## config.mk

```make
export PLATFORM = sky130hd
export DESIGN_NAME = cpu8_core
export DESIGN_NICKNAME = d
export VERILOG_FILES = /design/src/rtl/cpu8_pkg.sv /design/src/rtl/cpu8_regfile.sv /design/src/rtl/cpu8_alu.sv /design/src/rtl/cpu8_busif.sv /design/src/rtl/cpu8_ctrl.sv /design/src/rtl/cpu8_core.sv
export SDC_FILE = /design/constraint.sdc
export NUM_CORES = 1
export LEC_CHECK = 0
export ABC_AREA = 1
export CELL_PAD_IN_SITES_DETAIL_PLACEMENT = 0
export CELL_PAD_IN_SITES_GLOBAL_PLACEMENT = 2
export CORE_ASPECT_RATIO = 0.75
export CORE_MARGIN = 2
export CORE_UTILIZATION = 40
export DETAILED_ROUTE_END_ITERATION = 7
export DONT_BUFFER_PORTS = 1
export PLACE_DENSITY_LB_ADDON = 0.1
export SYNTH_ARGS = -nofsm -noshare
export SYNTH_HDL_FRONTEND = slang
export SYNTH_HIERARCHICAL = 1
export SYNTH_SLANG_ARGS = --single-unit
```

## constraint.sdc

```tcl
create_clock -name clk -period 4.9 [get_ports clk]
set_input_delay 0.735 -clock clk [delete_from_list [all_inputs] [get_ports clk]]
set_output_delay 0.735 -clock clk [all_outputs]
set_load 0.01 [all_outputs]
```

## src/rtl/cpu8_pkg.sv

```systemverilog
package cpu8_pkg;

    localparam int unsigned WORD_W  = 8;
    localparam int unsigned RIDX_W  = 2;
    localparam int unsigned NUM_GPR = 1 << RIDX_W;
    localparam int unsigned OPC_W   = WORD_W - 2 * RIDX_W;

    typedef logic [WORD_W-1:0] word_t;
    typedef logic [RIDX_W-1:0] ridx_t;
    typedef logic [OPC_W-1:0]  opc_t;

    // Instruction byte layout: opcode high, destination/source next, source low
    typedef struct packed {
        opc_t  opc;
        ridx_t rb;
        ridx_t ra;
    } instr_t;

    localparam opc_t OPC_NOP = 4'h0;
    localparam opc_t OPC_LDI = 4'h1;
    localparam opc_t OPC_LD  = 4'h2;
    localparam opc_t OPC_ST  = 4'h3;
    localparam opc_t OPC_ADD = 4'h4;
    localparam opc_t OPC_INC = 4'h5;
    localparam opc_t OPC_NEG = 4'h6;
    localparam opc_t OPC_SUB = 4'h7;
    localparam opc_t OPC_BR  = 4'h8;
    localparam opc_t OPC_BRZ = 4'h9;
    localparam opc_t OPC_BRN = 4'hA;

    typedef enum logic [2:0] {
        IC_NOP,
        IC_LDI,
        IC_LD,
        IC_ST,
        IC_ALU,
        IC_BRANCH
    } iclass_t;

    typedef enum logic [1:0] {
        FN_ADD,
        FN_INC,
        FN_NEG,
        FN_SUB
    } alu_fn_t;

    typedef struct packed {
        logic z;
        logic n;
    } flags_t;

    typedef enum logic [2:0] {
        S_FETCH,
        S_DECODE,
        S_EXEC,
        S_MEMRD,
        S_MEMWR
    } state_t;

    function automatic iclass_t classify(input opc_t opc);
        case (opc)
            OPC_LDI:                            return IC_LDI;
            OPC_LD:                             return IC_LD;
            OPC_ST:                             return IC_ST;
            OPC_ADD, OPC_INC, OPC_NEG, OPC_SUB: return IC_ALU;
            OPC_BR, OPC_BRZ, OPC_BRN:           return IC_BRANCH;
            default:                            return IC_NOP;
        endcase
    endfunction

    function automatic alu_fn_t alu_fn(input opc_t opc);
        case (opc)
            OPC_INC: return FN_INC;
            OPC_NEG: return FN_NEG;
            OPC_SUB: return FN_SUB;
            default: return FN_ADD;
        endcase
    endfunction

    function automatic logic take_branch(input opc_t opc, input flags_t f);
        case (opc)
            OPC_BR:  return 1'b1;
            OPC_BRZ: return f.z;
            OPC_BRN: return f.n;
            default: return 1'b0;
        endcase
    endfunction

endpackage

```

## src/rtl/cpu8_regfile.sv

```systemverilog
module cpu8_regfile
    import cpu8_pkg::*;
#(
    parameter int unsigned N = NUM_GPR
) (
    input  logic  clk,
    input  logic  we,
    input  ridx_t waddr,
    input  word_t wdata,
    input  ridx_t raddr_a,
    input  ridx_t raddr_b,
    output word_t rdata_a,
    output word_t rdata_b
);

    word_t regs [N];

    for (genvar g = 0; g < N; g++) begin : g_reg
        word_t q;
        always_ff @(posedge clk) begin
            if (we && waddr == ridx_t'(g)) begin
                q <= wdata;
            end
        end
        assign regs[g] = q;
    end

    assign rdata_a = regs[raddr_a];
    assign rdata_b = regs[raddr_b];

endmodule

```

## src/rtl/cpu8_alu.sv

```systemverilog
module cpu8_alu
    import cpu8_pkg::*;
(
    input  logic    clk,
    input  logic    rst_n,
    input  alu_fn_t fn,
    input  word_t   opa,
    input  word_t   opb,
    input  logic    flags_we,
    output word_t   result,
    output flags_t  flags
);

    always_comb begin
        case (fn)
            FN_ADD:  result = opb + opa;
            FN_INC:  result = opa + word_t'(1);
            FN_NEG:  result = word_t'(0) - opa;
            default: result = opb - opa;
        endcase
    end

    always_ff @(posedge clk) begin
        if (!rst_n) begin
            flags <= '0;
        end else if (flags_we) begin
            flags.z <= (result == '0);
            flags.n <= result[WORD_W-1];
        end
    end

endmodule

```

## src/rtl/cpu8_busif.sv

```systemverilog
module cpu8_busif
    import cpu8_pkg::*;
#(
    parameter int unsigned RD_CYCLES = 1,
    parameter int unsigned WR_PULSE  = 1
) (
    input  logic  clk,
    input  logic  rst_n,
    input  logic  req_rd,
    input  logic  req_wr,
    input  word_t addr,
    input  word_t wdata,
    output logic  done,
    output word_t bus_addr,
    output word_t bus_dout,
    output logic  bus_oe,
    output logic  rd_n,
    output logic  wr_n,
    output logic  ram_sel_n
);

    localparam int unsigned WR_TOTAL = WR_PULSE + 2;
    localparam int unsigned SPAN     = (RD_CYCLES > WR_TOTAL) ? RD_CYCLES : WR_TOTAL;
    localparam int unsigned CNT_W    = $clog2(SPAN + 1);

    logic [CNT_W-1:0] cnt;
    logic             active;
    logic             in_pulse;

    assign active = req_rd || req_wr;

    always_comb begin
        done = 1'b0;
        if (req_rd) begin
            done = (cnt == CNT_W'(RD_CYCLES - 1));
        end else if (req_wr) begin
            done = (cnt == CNT_W'(WR_TOTAL - 1));
        end
    end

    always_ff @(posedge clk) begin
        if (!rst_n || done || !active) begin
            cnt <= '0;
        end else begin
            cnt <= cnt + CNT_W'(1);
        end
    end

    // write pulse sits strictly between the set-up cycle and the hold cycle
    assign in_pulse  = req_wr && (cnt >= CNT_W'(1)) && (cnt <= CNT_W'(WR_PULSE));

    assign bus_addr  = addr;
    assign bus_dout  = req_wr ? wdata : '0;
    assign bus_oe    = req_wr;
    assign rd_n      = !req_rd;
    assign wr_n      = !in_pulse;
    assign ram_sel_n = !(active && addr[WORD_W-1]);

endmodule

```

## src/rtl/cpu8_ctrl.sv

```systemverilog
module cpu8_ctrl
    import cpu8_pkg::*;
(
    input  logic    clk,
    input  logic    rst_n,
    input  instr_t  ir,
    input  flags_t  flags,
    input  logic    bus_done,
    output state_t  state,
    output logic    req_rd,
    output logic    req_wr,
    output logic    addr_from_pc,
    output logic    ir_we,
    output logic    opnd_we,
    output logic    pc_inc,
    output logic    pc_load,
    output logic    rf_we,
    output logic    rf_from_bus,
    output logic    flags_we,
    output alu_fn_t fn
);

    iclass_t cls;
    state_t  nxt;

    assign cls = classify(ir.opc);
    assign fn  = alu_fn(ir.opc);

    always_comb begin
        nxt          = state;
        req_rd       = 1'b0;
        req_wr       = 1'b0;
        addr_from_pc = 1'b0;
        ir_we        = 1'b0;
        opnd_we      = 1'b0;
        pc_inc       = 1'b0;
        pc_load      = 1'b0;
        rf_we        = 1'b0;
        rf_from_bus  = 1'b0;
        flags_we     = 1'b0;
        case (state)
            S_FETCH: begin
                req_rd       = 1'b1;
                addr_from_pc = 1'b1;
                if (bus_done) begin
                    ir_we  = 1'b1;
                    pc_inc = 1'b1;
                    nxt    = S_DECODE;
                end
            end
            S_DECODE: begin
                opnd_we = 1'b1;
                case (cls)
                    IC_NOP:        nxt = S_FETCH;
                    IC_LDI, IC_LD: nxt = S_MEMRD;
                    IC_ST:         nxt = S_MEMWR;
                    default:       nxt = S_EXEC;
                endcase
            end
            S_EXEC: begin
                if (cls == IC_ALU) begin
                    rf_we    = 1'b1;
                    flags_we = 1'b1;
                end else if (cls == IC_BRANCH) begin
                    pc_load = take_branch(ir.opc, flags);
                end
                nxt = S_FETCH;
            end
            S_MEMRD: begin
                req_rd       = 1'b1;
                addr_from_pc = (cls == IC_LDI);
                if (bus_done) begin
                    rf_we       = 1'b1;
                    rf_from_bus = 1'b1;
                    pc_inc      = (cls == IC_LDI);
                    nxt         = S_FETCH;
                end
            end
            S_MEMWR: begin
                req_wr = 1'b1;
                if (bus_done) begin
                    nxt = S_FETCH;
                end
            end
            default: nxt = S_FETCH;
        endcase
    end

    always_ff @(posedge clk) begin
        if (!rst_n) begin
            state <= S_FETCH;
        end else begin
            state <= nxt;
        end
    end

endmodule

```

## src/rtl/cpu8_core.sv

```systemverilog
module cpu8_core
    import cpu8_pkg::*;
#(
    parameter int unsigned RD_CYCLES = 1,
    parameter int unsigned WR_PULSE  = 1
) (
    input  logic       clk,
    input  logic       rst_n,
    input  logic [7:0] bus_din,
    output logic [7:0] bus_addr,
    output logic [7:0] bus_dout,
    output logic       bus_oe,
    output logic       rd_n,
    output logic       wr_n,
    output logic       ram_sel_n
);

    state_t  state;
    instr_t  ir;
    word_t   pc;
    word_t   opa;
    word_t   opb;
    word_t   rf_a;
    word_t   rf_b;
    word_t   alu_res;
    word_t   rf_wdata;
    word_t   acc_addr;
    flags_t  flags;
    alu_fn_t fn;
    logic    req_rd;
    logic    req_wr;
    logic    addr_from_pc;
    logic    ir_we;
    logic    opnd_we;
    logic    pc_inc;
    logic    pc_load;
    logic    rf_we;
    logic    rf_from_bus;
    logic    flags_we;
    logic    bus_done;

    cpu8_ctrl u_ctrl (
        .clk          (clk),
        .rst_n        (rst_n),
        .ir           (ir),
        .flags        (flags),
        .bus_done     (bus_done),
        .state        (state),
        .req_rd       (req_rd),
        .req_wr       (req_wr),
        .addr_from_pc (addr_from_pc),
        .ir_we        (ir_we),
        .opnd_we      (opnd_we),
        .pc_inc       (pc_inc),
        .pc_load      (pc_load),
        .rf_we        (rf_we),
        .rf_from_bus  (rf_from_bus),
        .flags_we     (flags_we),
        .fn           (fn)
    );

    always_ff @(posedge clk) begin
        if (!rst_n) begin
            pc <= '0;
            ir <= '0;
        end else begin
            if (pc_load) begin
                pc <= opa;
            end else if (pc_inc) begin
                pc <= pc + word_t'(1);
            end
            if (ir_we) begin
                ir <= instr_t'(bus_din);
            end
        end
    end

    // operands latched during decode so execute and memory phases see stable values
    always_ff @(posedge clk) begin
        if (opnd_we) begin
            opa <= rf_a;
            opb <= rf_b;
        end
    end

    assign rf_wdata = rf_from_bus ? bus_din : alu_res;
    assign acc_addr = addr_from_pc ? pc : opa;

    cpu8_regfile #(.N(NUM_GPR)) u_rf (
        .clk     (clk),
        .we      (rf_we),
        .waddr   (ir.rb),
        .wdata   (rf_wdata),
        .raddr_a (ir.ra),
        .raddr_b (ir.rb),
        .rdata_a (rf_a),
        .rdata_b (rf_b)
    );

    cpu8_alu u_alu (
        .clk      (clk),
        .rst_n    (rst_n),
        .fn       (fn),
        .opa      (opa),
        .opb      (opb),
        .flags_we (flags_we),
        .result   (alu_res),
        .flags    (flags)
    );

    cpu8_busif #(
        .RD_CYCLES (RD_CYCLES),
        .WR_PULSE  (WR_PULSE)
    ) u_bus (
        .clk       (clk),
        .rst_n     (rst_n),
        .req_rd    (req_rd),
        .req_wr    (req_wr),
        .addr      (acc_addr),
        .wdata     (opb),
        .done      (bus_done),
        .bus_addr  (bus_addr),
        .bus_dout  (bus_dout),
        .bus_oe    (bus_oe),
        .rd_n      (rd_n),
        .wr_n      (wr_n),
        .ram_sel_n (ram_sel_n)
    );

endmodule

```

# After elaboration in Yosys (flattened, before gate mapping)
# Memories as Yosys holds them, arrays and structs flattened. A register that Yosys moved wholly into a read port is not among the register bits.
# Index checks and enable logic that the tools add are counted.
# W data, S select, Z words.
dict set report word_totals {
  ff_bits 71
  memories 1
  rom_bits 48
}
# memory depth width rd rd_clocked_by_memory_dff wr line
set memory_table {}
lappend memory_table {{(no name shown)} 16 3 1 1 0 cpu8_pkg.sv:61} ;# case (opc)
dict set report classes {
  n_lt_le_gt_ge 4
  bitwise 2
  reduce_logical 26
  n_addsub 6
  mux 37
  n_eq_ne 23
}
# cell n
set op_table {}
lappend op_table {{$mux W8} 9}
lappend op_table {{$bmux W8 S2} 2}
lappend op_table {{$pmux W8 S3} 1}
lappend op_table {{$pmux W3 S3} 2}
lappend op_table {{$add A8 B1 Y8 const B} 2}
lappend op_table {{$mux W1} 14}
lappend op_table {{$eq A3 B2 Y1 const B} 4}
lappend op_table {{$eq A4 B3 Y1 const B} 3}
lappend op_table {{$eq A4 B4 Y1 const B} 3}
lappend op_table {{$eq A3 B3 Y1 const B} 3}
lappend op_table {{$add A8 B8 Y8} 1}
lappend op_table {{$eq A2 B2 Y1 const B} 4}
lappend op_table {{$logic_not A8 Y1} 1}
lappend op_table {{$mux W4} 2}
lappend op_table {{$sub A1 B8 Y8 const A} 1}
lappend op_table {{$sub A8 B8 Y8} 1}
lappend op_table {{$logic_and A1 B1 Y1} 7}
lappend op_table {{$eq A3 B1 Y1 const B} 2}
lappend op_table {{$ge A3 B3 Y1 const B} 2}
lappend op_table {{$logic_not A2 Y1} 3}
lappend op_table {{$logic_not A3 Y1} 2}
lappend op_table {{$mux W3} 2}
lappend op_table {{$not A2 Y3} 2}
lappend op_table {{$pmux W1 S2} 3}
lappend op_table {{other kinds (12)} 22}

# Logic depth before layout (Yosys ltp)
# Gate-level depths: netlist of the first run.
dict set report logic_depth {
  word_depth 8
  depth_mapped 20
  depth_no_buf 20
}

# Hierarchy
# Netlist of the first run, hierarchy kept.
# module n_inst area_each_um2 cells_each
set modules_own_cells {}
lappend modules_own_cells {cpu8_regfile 1 1677.9 195}
lappend modules_own_cells {cpu8_core 1 1381.3 142}
lappend modules_own_cells {cpu8_alu 1 1091.0 204}
lappend modules_own_cells {cpu8_ctrl 1 319.1 55}
lappend modules_own_cells {cpu8_busif 1 285.3 49}

# Worst setup path after synthesis of the first run
# No wires, ideal clock.
dict set report synth_timing {
  path_type {register -> register}
  start {reg, netlist name ir[7]}
  end {reg u_rf.g_reg[0].q[6] (data pin)}
  arrival_ns 2.508
  path_stages_with_launch 17
  t_required_ns 4.634
  setup_slack_ns 2.126
  cell_sequence {dfxtp_1 -> inv_1 -> nand2_1 -> nor2_1 -> inv_2 -> nand2_1 -> inv_1 -> or2_2 -> ha_1 -> fa_1 -> nand2_1 -> nand2_1 -> nand3b_1 -> nand3_1 -> nand3_1 -> nand2_2 -> mux2_2}
}
dict set report synth_between {
  elab_chain_cells 5
  word_cells_on_any_way 9
  classes_between {eq/ne (5); mux (3); reduce/logical (1)}
}
# element line
set synth_rtl {}
lappend synth_rtl {{$eq A4 B3 Y1} cpu8_pkg.sv:72} ;# case (opc)
lappend synth_rtl {{$pmux W2 S3 (*)} cpu8_pkg.sv:72}
lappend synth_rtl {{named net fn[1]} cpu8_core.sv:29} ;# alu_fn_t fn;
lappend synth_rtl {{$eq A2 B2 Y1 (tied with other cells)} cpu8_alu.sv:15} ;# case (fn)
lappend synth_rtl {{$pmux W8 S3 (*)} cpu8_alu.sv:15}
lappend synth_rtl {{named net alu_res[6]} cpu8_core.sv:25} ;# word_t alu_res;
lappend synth_rtl {{$mux W8 (*)} cpu8_core.sv:86} ;# assign rf_wdata = rf_from_bus ? bus_din : alu_res;
lappend synth_rtl {{named net rf_wdata[6]} cpu8_core.sv:26} ;# word_t rf_wdata;
lappend synth_rtl {{end signal, assigned} cpu8_regfile.sv:22} ;# q <= wdata;
lappend synth_rtl {{end, declared} cpu8_regfile.sv:19} ;# word_t q;
# Mark *: on every way through the listed nets, which the timed path passes. The rest lies on a longest branch.
# A chain may end at the register's enable or synchronous reset.

# Worst setup path after layout of the first run
dict set report layout_timing {
  start {reg, netlist name ir[7]}
  end {reg u_rf.g_reg[1].q[6] (data pin)}
}
dict set report layout_between {
  elab_chain_cells 5
  word_cells_on_any_way 9
  classes_between {eq/ne (5); mux (3); reduce/logical (1)}
}
# element line
set layout_rtl {}
lappend layout_rtl {{$eq A4 B3 Y1} cpu8_pkg.sv:72}
lappend layout_rtl {{$pmux W2 S3 (*)} cpu8_pkg.sv:72}
lappend layout_rtl {{named net fn[1]} cpu8_core.sv:29}
lappend layout_rtl {{$eq A2 B2 Y1 (tied with other cells)} cpu8_alu.sv:15}
lappend layout_rtl {{$pmux W8 S3 (*)} cpu8_alu.sv:15}
lappend layout_rtl {{named net alu_res[6]} cpu8_core.sv:25}
lappend layout_rtl {{$mux W8 (*)} cpu8_core.sv:86}
lappend layout_rtl {{named net rf_wdata[6]} cpu8_core.sv:26}
lappend layout_rtl {{end signal, assigned} cpu8_regfile.sv:22}
lappend layout_rtl {{end, declared} cpu8_regfile.sv:19}
# Marks and branches as above.

==> metrics.csv, run 1 <==
stage,metric,value,unit
run_status,status,finished clean,
setup_path,critical-path-top-delay-family,simple AND/OR/NAND/NOR gates,
route,drt_pass1_iterations,4,
clock_tree,post_cts_buffers,0,
worst_hold_path,hold_class,reg2reg,
setup_path,reg2reg_depth,17,
clock_tree,clock_latency,0.34,ns
floorplan,pin_count,30,
synth,async_flop_share,0,%
route,wl_per_cell,15.1,um
global_routing,grt_max_degree,22,
synth,synth_top_family_by_area,simple AND/OR/NAND/NOR gates,
floorplan,die_x,130,um
sta,slew_headroom,40.5,%
route,wirelength,12100,um
worst_hold_path,holdPathEnd,u_bus/cnt[0]$_SDFF_PP0_,
sta,worstMarginPinSlew,0.892,ns
sta,hold_viol,0,
final_layout,mostFrequentLayoutCell,nand2_1,
global_routing,grt_usage,20.3,%
setup_path,cp_slowest_cell,fa_1,
setup_path,worst_setup_path_start_kind,flip-flop,
final_layout,final_nets,669,
synth,netlist_area,0.00475,sq mm
route,drt_iter0_drc,233,
floorplan,initial_core_util,40.9,%
floorplan,die_area,0.0128,sq mm
synth,yosys.area.top_type,edfxtp_1,
synth,synthCells,645,
clock_tree,clk_path_buf_depth,2,
placed_design,dp_slack,1.76,ns
route,drc,0,
sta,setup_ws,1.70,ns
sta,fin_crit,3.20,ns
floorplan,die_h,98.4,um
floorplan,design.core.area,0.0116,sq mm
sta,finalSetupTns,0,ns
synth,synth_xor_area_share,0.184,%
setup_path,path_common_cell,nand2_1,
sta,slew_violations,0,
clock_tree,cts_root_buffer,clkbuf_16,
route,viasPerCell,4.82,
setup_path,crit_fanout,11,
placed_design,io_buffers,0,
clock_tree,clkSinkCount,71,
synth,synth_compound_area_share,6.05,%
route,vias,3875,
setup_path,cp.arrival,3.28,ns
synth,ys_ff_latch,71,
setup_path,cpPeakStageDelay,0.42,ns
global_routing,antenna_found_initial,0,
final_layout,fillCellCount,1204,
clock_tree,cts_htree_levels,3,
synth,synthMuxAreaShare,2.37,%
placed_design,dpl.hpwl,9250,um
synth,yosysTopAreaCellShare,30.3,%
sta,fin_crit_sh,65.3,%
synth,yosys.cell_types.count,36,
synth,postSynthAreaPerCell,7.37,sq um
final_layout,syn2layout_area_growth,7.13,%
sta,rsz0062_at_grt,false,
setup_path,criticalPathCategory,reg2reg,
final_layout,n_antenna_cell,0,
setup_path,end_kind,flip-flop,
setup_path,crit_chain,inv_1 > nand2_1 > nor2_1 > buf_4 > inv_2 > nand2_1 > inv_1 > or2_2 > ha_1 > fa_1 > nand2_1 > nand2_1 > nand3b_1 > nand3_1 > nand3_1 > nand2_2 > mux2_2,
final_layout,final_cell_mix,"nand2_1, inv_1, nand3_1",
pwr,p_leak,2.42,nW
global_routing,grt-ovfl-total,0,
synth,synthAdderAreaFrac,6.11,%
synth,seq_area_frac_synth,40.0,%
synth,synth_ff_type,edfxtp_1,
pwr,finalPower,3.26,mW
clock_tree,cts_hold_buffers,0,
global_routing,grt_pass1_vias,3594,
setup_path,path_buf_inv,4,
synth,ys_warn_count,6,
worst_hold_path,hp-start,u_bus/cnt[0]$_SDFF_PP0_,
route,antenna_left,0,
global_routing,grt_pass1_wl,19600,um
sta,fmax,0.313,GHz
setup_path,rrSetupSlack,1.70,ns
synth,synth_edf_count,48,
synth,synth_area_leaders,"edfxtp_1, nand2_1, dfxtp_1",
floorplan,row_count,34,
clock_tree,cts_resized,0,
clock_tree,cts_buffers,9,
setup_path,critical_path_required,4.98,ns
pwr,ir_worst_vdd,0.431,mV
sta,finClkSkew,0.00674,ns
clock_tree,clk_transition_reported_paths,0.06,ns
final_layout,drive_gt1_share,11.1,%
run,drv_cap,0,
setup_path,worstReg2RegEnd,u_rf/g_reg[1].q[6]$_DFFE_PP_,
sta,setup_viol,0,
placed_design,gp_congestion,0.844,
pwr,powerDensity,639,mW/mm^2
setup_path,r2r-start,ir[7]$_SDFFE_PN0P_,
synth,yosys.area_share.simple,31.3,%
synth,synth_nets,677,
worst_hold_path,hold_depth,1,
clock_tree,cts_tree,yes,
-- flip-flops by register name (all words and copies together), names as in the netlist --
name and count:
u_rf/g.q 32, ir 8, opa 8, opb 8, pc 8, u_ctrl/state 3, u_alu/flags 2, u_bus/cnt 2
-- synthesized netlist by cell type, drive strengths merged, types with 5 or more instances --
| cell | n |
|---|---|
| mux2 | 10 |
| nand3b | 5 |
| o21ai | 17 |
| a22oi | 5 |
| buf | 22 |
| nor3 | 5 |
| inv | 126 |
| nand3 | 73 |
| ha | 20 |
| nor2 | 66 |
| nand2 | 188 |
| edfxtp | 48 |
| dfxtp | 23 |
| a21oi | 25 |
-- how the worst max path moves through the flow --
stage	from	slack, ns	end	cells past startpoint
final	ir[7]$_SDFFE_PN0P_	1.70	u_rf/g_reg[1].q[6]$_DFFE_PP_	17
after global routing	ir[7]$_SDFFE_PN0P_	1.45	u_rf/g_reg[0].q[6]$_DFFE_PP_	17
after CTS	ir[7]$_SDFFE_PN0P_	1.73	u_rf/g_reg[1].q[6]$_DFFE_PP_	17
after detailed placement	ir[7]$_SDFFE_PN0P_	1.76	u_rf/g_reg[1].q[6]$_DFFE_PP_	17
after global placement	ir[7]$_SDFFE_PN0P_	1.80	u_rf/g_reg[0].q[6]$_DFFE_PP_	17
after floorplan	ir[7]$_SDFFE_PN0P_	2.13	u_rf/g_reg[0].q[6]$_DFFE_PP_	16
-- metrics by stage --
stage	hold slack (ns)	area (sq um)	cells	util, %
2_1_floorplan	0.417	4750	645	-
3_3_place_gp	0.434	4820	788	41.5
3_5_place_dp	0.447	4820	788	41.5
4_1_cts	0.461	5090	804	43.9
5_1_grt	0.476	5090	804	43.9
6_report	0.455	5090	804	43.9
-- power breakdown --
group	internal, mW	switching (mW)	leakage [nW]
sequential	0.878	0.146	0.626
combinational	0.538	1.08	1.66
clock	0.346	0.267	0.137
total	1.76	1.49	2.42
-- area by class of cell --
| type | instances | area (sq um) | area share [%] |
|---|---|---|---|
| multi-input combinational | 425 | 2210 | 43.3 |
| sequential | 71 | 1900 | 37.3 |
| inverter | 126 | 478 | 9.38 |
| clock buffer | 9 | 225 | 4.42 |
| tap | 162 | 203 | 3.98 |
| clock inverter | 7 | 50.0 | 0.983 |
| timing repair buffer | 4 | 30.0 | 0.590 |
-- routing by layer --
layer | vias to the layer above | track usage [%] | part of all wire [%]
met1 | 1754 | 30.4 | 52
met4 | 0 | 5.96 | 1.4
met3 | 10 | 5.32 | 6.5
met5 | - | 0 | 0
met2 | 93 | 28.6 | 40
li1 | 2018 | - | -
-- worst register-to-register path: cells and delay by family, from the launching register on --
family | cells | cell delay (ns)
fa+ha+maj | 2 | 0.64
simple gates | 10 | 1.17
flops | 1 | 0.32
mux | 1 | 0.29
buf+inv | 4 | 0.52
-- logic make-up (layout without fill, tap and decap cells) --
| family | Yosys count | in the layout |
|---|---|---|
| xor+xnor | 1 | 1 |
| compound gates | 51 | 51 |
| fa+ha+maj | 22 | 22 |
| mux | 10 | 10 |
| flops | 71 | 71 |
| simple gates | 341 | 341 |
| buf+inv | 149 | 146 |
(Power assumes the default switching activity.)
==> inputs of run 2 (changes only) <==
ABC_AREA = 0   (was 1)
CORE_UTILIZATION = 39   (was 40)
clock period = 2.59 ns   (was 4.9 ns; I/O delays follow)
==> run 2 against run 1 <==
The flow now finishes with violations (setup timing). Global-route usage down 1.0 points. Total power up 120%. Non-clock buffer count up 59. Via count down 24%. Sequential share of layout area down 2.2 points. First-iteration DRC count down 18%. Sequential power up 88%. Register-to-register slack worse by 2.0 ns. Final cell count down 30%. Critical path depth down 2. Clock power up 110%. Critical path type unchanged. Largest cell class unchanged. Largest power group unchanged.
==> metrics.csv, run 2 <==
stage,metric,value,unit
floorplan,initial_core_util,39.5,%
pwr,pwr-share-seq,27.3,%
synth,ys_warn_count,6,
clock_tree,cts_hold_buffers,0,
floorplan,die_area,0.0118,sq mm
final_layout,final_cell_mix,"buf_4, edfxtp_1, and2_1, dfxtp_1, mux4_2",
route,drc,0,
sta,slew_violations,0,
placed_design,dpl.hpwl,8020,um
placed_design,dpl-instance-area,0.00480,sq mm
sta,hold_viol,0,
sta,finClkSkew,0.00715,ns
placed_design,io_buffers,0,
route,wirelength,10800,um
clock_tree,clock_latency,0.33,ns
sta,finalSetupTns,-3.42,ns
setup_path,cpPeakStageDelay,0.36,ns
final_layout,syn2layout_area_growth,26.8,%
floorplan,row_count,33,
synth,ys_ff_latch,71,
setup_path,crit_fanout,7,
pwr,pwr-share-clk,17.9,%
sta,fmax,0.346,GHz
synth,async_flop_share,0,%
floorplan,die_h,94.6,um
global_routing,grt_pass1_wl,17000,um
placed_design,dp_slack,-0.466,ns
final_layout,largest_reg_flops,32,
sta,setup_ws,-0.298,ns
global_routing,grt-ovfl-total,0,
clock_tree,cts_root_buffer,clkbuf_16,
sta,slew_headroom,57.7,%
sta,rsz0062_at_grt,true,
synth,seq_area_frac_synth,44.5,%
setup_path,critical_path_required,2.67,ns
pwr,combinationalPowerShare,54.8,%
setup_path,cp_slowest_cell,fa_2,
clock_tree,clkSinkCount,71,
synth,synth_ff_type,edfxtp_1,
sta,fin_crit_sh,111,%
floorplan,pin_count,30,
final_layout,fin_area,0.00541,sq mm
setup_path,path_buf_inv,3,
pwr,finalPower,7.02,mW
final_layout,final_cells,563,
final_layout,final_nets,450,
synth,netlist_area,0.00427,sq mm
global_routing,antenna_found_initial,0,
run_status,violations,setup timing,
route,antenna_left,0,
route,vias,2929,
run_status,status,finished with violations,
final_layout,n_antenna_cell,0,
clock_tree,cts_tree,yes,
route,drt_pass1_iterations,4,
global_routing,grt_max_degree,27,
clock_tree,cts_htree_levels,3,
run,drv_cap,0,
pwr,p_leak,2.06,nW
synth,synth_edf_count,48,
setup_path,critical-path-top-delay-family,simple AND/OR/NAND/NOR gates,
clock_tree,cts_buffers,9,
synth,synth_common_cells,"edfxtp_1, and2_1, dfxtp_1, ha_1, nand2_1",
pwr,switchingPower,2.61,mW
setup_path,cp.arrival,2.96,ns
final_layout,mostFrequentLayoutCell,buf_4,
floorplan,die_x,125,um
global_routing,grt_pass1_vias,2993,
route,drt_iter0_drc,191,
clock_tree,clk_path_buf_depth,2,
setup_path,worst_setup_path_start_kind,flip-flop,
synth,yosysTopAreaCellShare,33.8,%
worst_hold_path,hold_class,in2reg,
route,wl_per_cell,19.1,um
final_layout,drive_gt1_share,39.7,%
placed_design,placedCellCount,540,
final_layout,regMostFlops,u_rf/g.q,
setup_path,crit_chain,nor2b_4 > and2_4 > buf_6 > nand2b_4 > nand2_4 > ha_4 > inv_2 > fa_2 > a21o_1 > nand2_1 > nor4bb_1 > nor3_1 > a22oi_2 > buf_4 > mux2_4,
pwr,powerDensity,1300,mW/mm^2
synth,synthCells,368,
pwr,ir_worst_vdd,0.573,mV
synth,yosysMostFrequentCell,edfxtp_1,
sta,setup_viol,18,
sta,whs,0.184,ns
setup_path,criticalPathCategory,reg2reg,
sta,fin_crit,2.89,ns
route,viasPerCell,5.20,
global_routing,grt_usage,19.2,%
final_layout,final_util,50.0,%
pwr,swShare,37.2,%
placed_design,gp_congestion,0.823,
synth,yosys.cell_types.count,58,
synth,yosys.area.top_type,edfxtp_1,
floorplan,design.core.area,0.0108,sq mm
synth,synth_area_leaders,"edfxtp_1, dfxtp_1, mux4_2",
synth,postSynthAreaPerCell,11.6,sq um
setup_path,end_kind,flip-flop,
sta,worstMarginPinSlew,0.633,ns
synth,synth_nets,400,
pwr,p_int,4.41,mW
clock_tree,clk_transition_reported_paths,0.06,ns
## run 2: changes by cell type after synthesis, moves of 16 or more
cell and delta:
and2_1 +27, inv_1 -98, nand3_1 -63, nand2_1 -156, mux4_2 +16, nor2_1 -50
## run 2: what timing repair did
item                                    CTS  global route
gates cloned                              0             0
resized for setup                        28            24
pin swaps                                23            16
endpoints found under the setup margin   30            29
setup buffers                             5             3
## run 2: path summary, 6_finish.rpt
path,end,from,cells past startpoint,slack (ns)
max,u_rf/g_reg[2].q[6]$_DFFE_PP_,ir[6]$_SDFFE_PN0P_,15,-0.30
min,ir[5]$_SDFFE_PN0P_,rst_n,1,0.18
max reg2reg,u_rf/g_reg[2].q[6]$_DFFE_PP_,ir[6]$_SDFFE_PN0P_,15,-0.30
min reg2reg,u_alu/flags[1]$_SDFFE_PN0P_,u_alu/flags[1]$_SDFFE_PN0P_,2,0.52
## run 2: final cells by class
| type | count | area, sq um |
|---|---|---|
| Sequential cell | 71 | 1900 |
| Fill cell | 970 | 5400 |
| Clock buffer | 9 | 225 |
| Clock inverter | 7 | 80.1 |
| Inverter | 18 | 75.1 |
| Timing Repair Buffer | 63 | 480 |
| Multi-Input combinational cell | 255 | 2470 |
| Tap cell | 140 | 175 |
## run 2: power groups by stage
stage	registers (mW)	clock network [mW]	logic, mW
floorplan	1.81	0	2.25
global placement	1.94	0	3.30
detailed placement	1.94	0	3.29
CTS	1.92	1.28	3.56
global route	1.95	1.34	4.19
finish	1.92	1.26	3.85
## run 2: routing by layer
metal	part of all wire, %	track usage [%]	wire, um	up-vias
met3	5.0	4.76	542	6
li1	-	-	-	1459
met2	43	28.1	4650	58
met5	0	0	0	-
met4	0.83	5.09	89	0
met1	51	28.4	5490	1406
## run 2: cells by family (layout without fill, tap and decap cells)
| logic type | count (synthesis) | count (layout) | share of synthesized area, % |
|---|---|---|---|
| buffers and inverters | 42 | 97 | 4.95 |
| AOI/OAI and AO/OA | 57 | 57 | 8.70 |
| xor gates and xnor gates | 16 | 16 | 3.28 |
| muxes | 45 | 45 | 15.8 |
| and+or+nand+nor | 115 | 115 | 16.0 |
| DFF | 71 | 71 | 44.5 |
| adders and majority gates | 22 | 22 | 6.80 |
## run 2: worst register-to-register path: cells and delay by family (launching register included)
family | cells | cell delay, ns
AOI/OAI and AO/OA | 2 | 0.33
buffers and inverters | 3 | 0.31
muxes | 1 | 0.28
DFF | 1 | 0.32
and+or+nand+nor | 7 | 0.93
adders and majority gates | 2 | 0.48
==> inputs of run 3 (changes only) <==
--- a/config.mk
+++ b/config.mk
@@ -7,4 +7,5 @@
 export LEC_CHECK = 0
 export ABC_AREA = 0
+export BUFFER_PORTS_ARGS = -buffer_cell sky130_fd_sc_hd__buf_4
 export CELL_PAD_IN_SITES_DETAIL_PLACEMENT = 0
 export CELL_PAD_IN_SITES_GLOBAL_PLACEMENT = 2
@@ -12,6 +13,6 @@
 export CORE_MARGIN = 2
 export CORE_UTILIZATION = 39
+export CTS_BUF_LIST = sky130_fd_sc_hd__clkbuf_8
 export DETAILED_ROUTE_END_ITERATION = 7
-export DONT_BUFFER_PORTS = 1
 export PLACE_DENSITY_LB_ADDON = 0.1
 export SYNTH_ARGS = -nofsm -noshare
==> constraint.sdc (replaced) <==
create_clock -name clk -period 2.59 [get_ports clk]
set_input_delay 0.259 -clock clk [delete_from_list [all_inputs] [get_ports clk]]
set_output_delay 0.259 -clock clk [all_outputs]
set_load 0.01 [all_outputs]
==> run 3 against run 2 <==
The run still ends with setup timing left. Worst hold slack gained 0.0026 ns. Routed wire length grew 3.9%. Clock-buffer cell count is the same. Total power shrank 1.5%. Die area is the same. Global-route usage grew 0.45 points. Worst setup slack gained 0.029 ns. Sequential share of layout area shrank 0.98 points. Largest power group unchanged. Via count grew 5.1%. Critical path type unchanged. Register-to-register slack gained 0.03 ns. Critical path depth shrank 1. Critical endpoint is now u_alu/flags[1]$_SDFFE_PN0P_.
==> metrics.csv, run 3 (same netlist as run 2, synthesis figures left out) <==
stage,metric,value,unit
run_status,status,finished with violations,
run_status,violations,setup timing,
global_routing,grt_pass1_vias,3051,
clock_tree,cts_buffers,9,
setup_path,critical_path_required,2.87,ns
setup_path,setup.worst_path.start,ir[6]$_SDFFE_PN0P_,
setup_path,criticalPathCategory,reg2reg,
pwr,finalPower,6.92,mW
sta,whs,0.186,ns
final_layout,final_cell_mix,"buf_4, edfxtp_1, and2_1, dfxtp_1",
global_routing,grt-ovfl-total,0,
route,viasPerCell,5.17,
sta,setup_viol,22,
floorplan,design.core.area,0.0108,sq mm
placed_design,gp_congestion,0.817,
sta,finClkSkew,0.00915,ns
placed_design,io_buffers,29,
sta,fmax,0.350,GHz
pwr,p_leak,2.19,nW
floorplan,die_x,125,um
setup_path,cp-endpoint,u_alu/flags[1]$_SDFFE_PN0P_,
run,drv_cap,0,
route,drt_pass1_iterations,4,
setup_path,crit_fanout,6,
route,wl_per_cell,18.8,um
final_layout,syn2layout_area_growth,30.4,%
final_layout,largest_reg_flops,32,
sta,setup_ws,-0.268,ns
placed_design,placedCellCount,569,
route,vias,3078,
sta,fin_crit_sh,110,%
worst_hold_path,hold_depth,3,
global_routing,antenna_found_initial,0,
final_layout,regMostFlops,u_rf/g.q,
clock_tree,clk_path_buf_depth,2,
pwr,ir_worst_vdd,0.468,mV
final_layout,n_antenna_cell,0,
floorplan,row_count,33,
route,antenna_left,0,
setup_path,end_kind,flip-flop,
sta,slew_headroom,53.7,%
clock_tree,clk_transition_reported_paths,0.08,ns
setup_path,worstReg2RegEnd,u_alu/flags[1]$_SDFFE_PN0P_,
pwr,swShare,38.4,%
clock_tree,cts_htree_levels,3,
global_routing,grt_pass1_wl,17300,um
setup_path,rrSetupSlack,-0.27,ns
final_layout,final_cells,595,
setup_path,worst_setup_path_start_kind,flip-flop,
global_routing,grt_max_degree,27,
setup_path,cp.arrival,3.14,ns
floorplan,initial_core_util,39.5,%
pwr,p_int,4.26,mW
final_layout,drive_gt1_share,44.0,%
final_layout,mostFrequentLayoutCell,buf_4,
final_layout,final_nets,482,
worst_hold_path,hold_class,in2reg,
route,drt_iter0_drc,158,
placed_design,dpl.hpwl,8310,um
floorplan,die_h,94.6,um
sta,fin_crit,2.86,ns
route,wirelength,11200,um
setup_path,reg2reg_depth,14,
setup_path,r2r-start,ir[6]$_SDFFE_PN0P_,
route,drc,0,
floorplan,pin_count,30,
pwr,pwr-share-seq,28.1,%
clock_tree,clkSinkCount,71,
sta,rsz0062_at_grt,true,
pwr,powerDensity,1240,mW/mm^2
pwr,switchingPower,2.66,mW
clock_tree,cts_tree,yes,
clock_tree,cts_root_buffer,clkbuf_8,
clock_tree,clock_latency,0.35,ns
global_routing,grt_usage,19.7,%
pwr,pwr-share-clk,13.4,%
sta,worstMarginPinSlew,0.694,ns
pwr,combinationalPowerShare,58.5,%
floorplan,die_area,0.0118,sq mm
sta,slew_violations,0,
sta,hold_viol,0,
[run 3: changes by cell type in the layout (fill, tap and decap cells not counted), sizes merged]
cell / delta
buf: +32
[run 3: cell type report]
cell class / instances / area, sq um
multi-input cells: 255 / 2480
fillers: 978 / 5250
repair buffers: 95 / 729
well taps: 140 / 175
inverters: 18 / 75.1
flip-flops and latches: 71 / 1900
clock buffers: 9 / 124
clock inverters: 7 / 80.1
[run 3: critical path: stages (launching register included)]
cell and delay [ns]:
dfxtp_2 0.34, nor2b_4 0.15, and2_4 0.20, buf_12 0.11, nand2b_4 0.08, nand2_4 0.10
ha_4 0.13, inv_2 0.03, fa_2 0.34, a21o_1 0.19, a21oi_2 0.15, xnor2_1 0.07
mux2_4 0.28, or4b_4 0.53, o22ai_2 0.10
[run 3: metal layers]
metal | wire length, um | GRT usage (%) | part of all wire, % | vias up
met5 | 0 | 0 | 0 | -
met3 | 449 | 4.02 | 4.0 | 7
met2 | 4920 | 29.4 | 44 | 59
li1 | - | - | - | 1518
met1 | 5760 | 29.7 | 51 | 1494
met4 | 61 | 3.89 | 0.55 | 0
[run 3: power groups by stage]
| stage | clock [mW] | combinational (mW) | sequential, mW |
|---|---|---|---|
| 2_1_floorplan | 0 | 2.25 | 1.81 |
| 6_report | 0.930 | 4.05 | 1.94 |
| 5_1_grt | 1.01 | 4.40 | 1.98 |
| 3_5_place_dp | 0 | 3.41 | 1.96 |
| 3_3_place_gp | 0 | 3.41 | 1.96 |
| 4_1_cts | 0.964 | 3.85 | 1.94 |
[run 3: per-stage QoR]
stage,instance area [sq um],TNS [ns],util (%),worst slack (ns)
2_1_floorplan,4360,-2.43,-,-0.307
4_1_cts,5480,-3.90,50.7,-0.258
3_5_place_dp,5020,-7.78,46.4,-0.412
6_report,5570,-4.24,51.5,-0.268
3_3_place_gp,5020,-7.74,46.4,-0.419
5_1_grt,5570,-6.79,51.5,-0.397
[run 3: worst min path at each step]
stage                                startpoint                           to  slack [ns]
finish                               bus_din[1]           ir[1]$_SDFFE_PN0P_        0.19
global route                         bus_din[1]           ir[1]$_SDFFE_PN0P_        0.19
CTS                                  bus_din[1]           ir[1]$_SDFFE_PN0P_        0.17
detailed placement  u_alu/flags[1]$_SDFFE_PN0P_  u_alu/flags[1]$_SDFFE_PN0P_        0.50
global placement    u_alu/flags[1]$_SDFFE_PN0P_  u_alu/flags[1]$_SDFFE_PN0P_        0.49
floorplan                                 rst_n      u_bus/cnt[1]$_SDFF_PP0_        0.38
[run 3: repair_timing]
action                                  4_1_cts  5_1_grt
endpoints found under the setup margin       30       54
hold buffers                                  0        0
setup buffers                                 8        2
pin swaps                                    25       20
gates resized for setup                      35       16
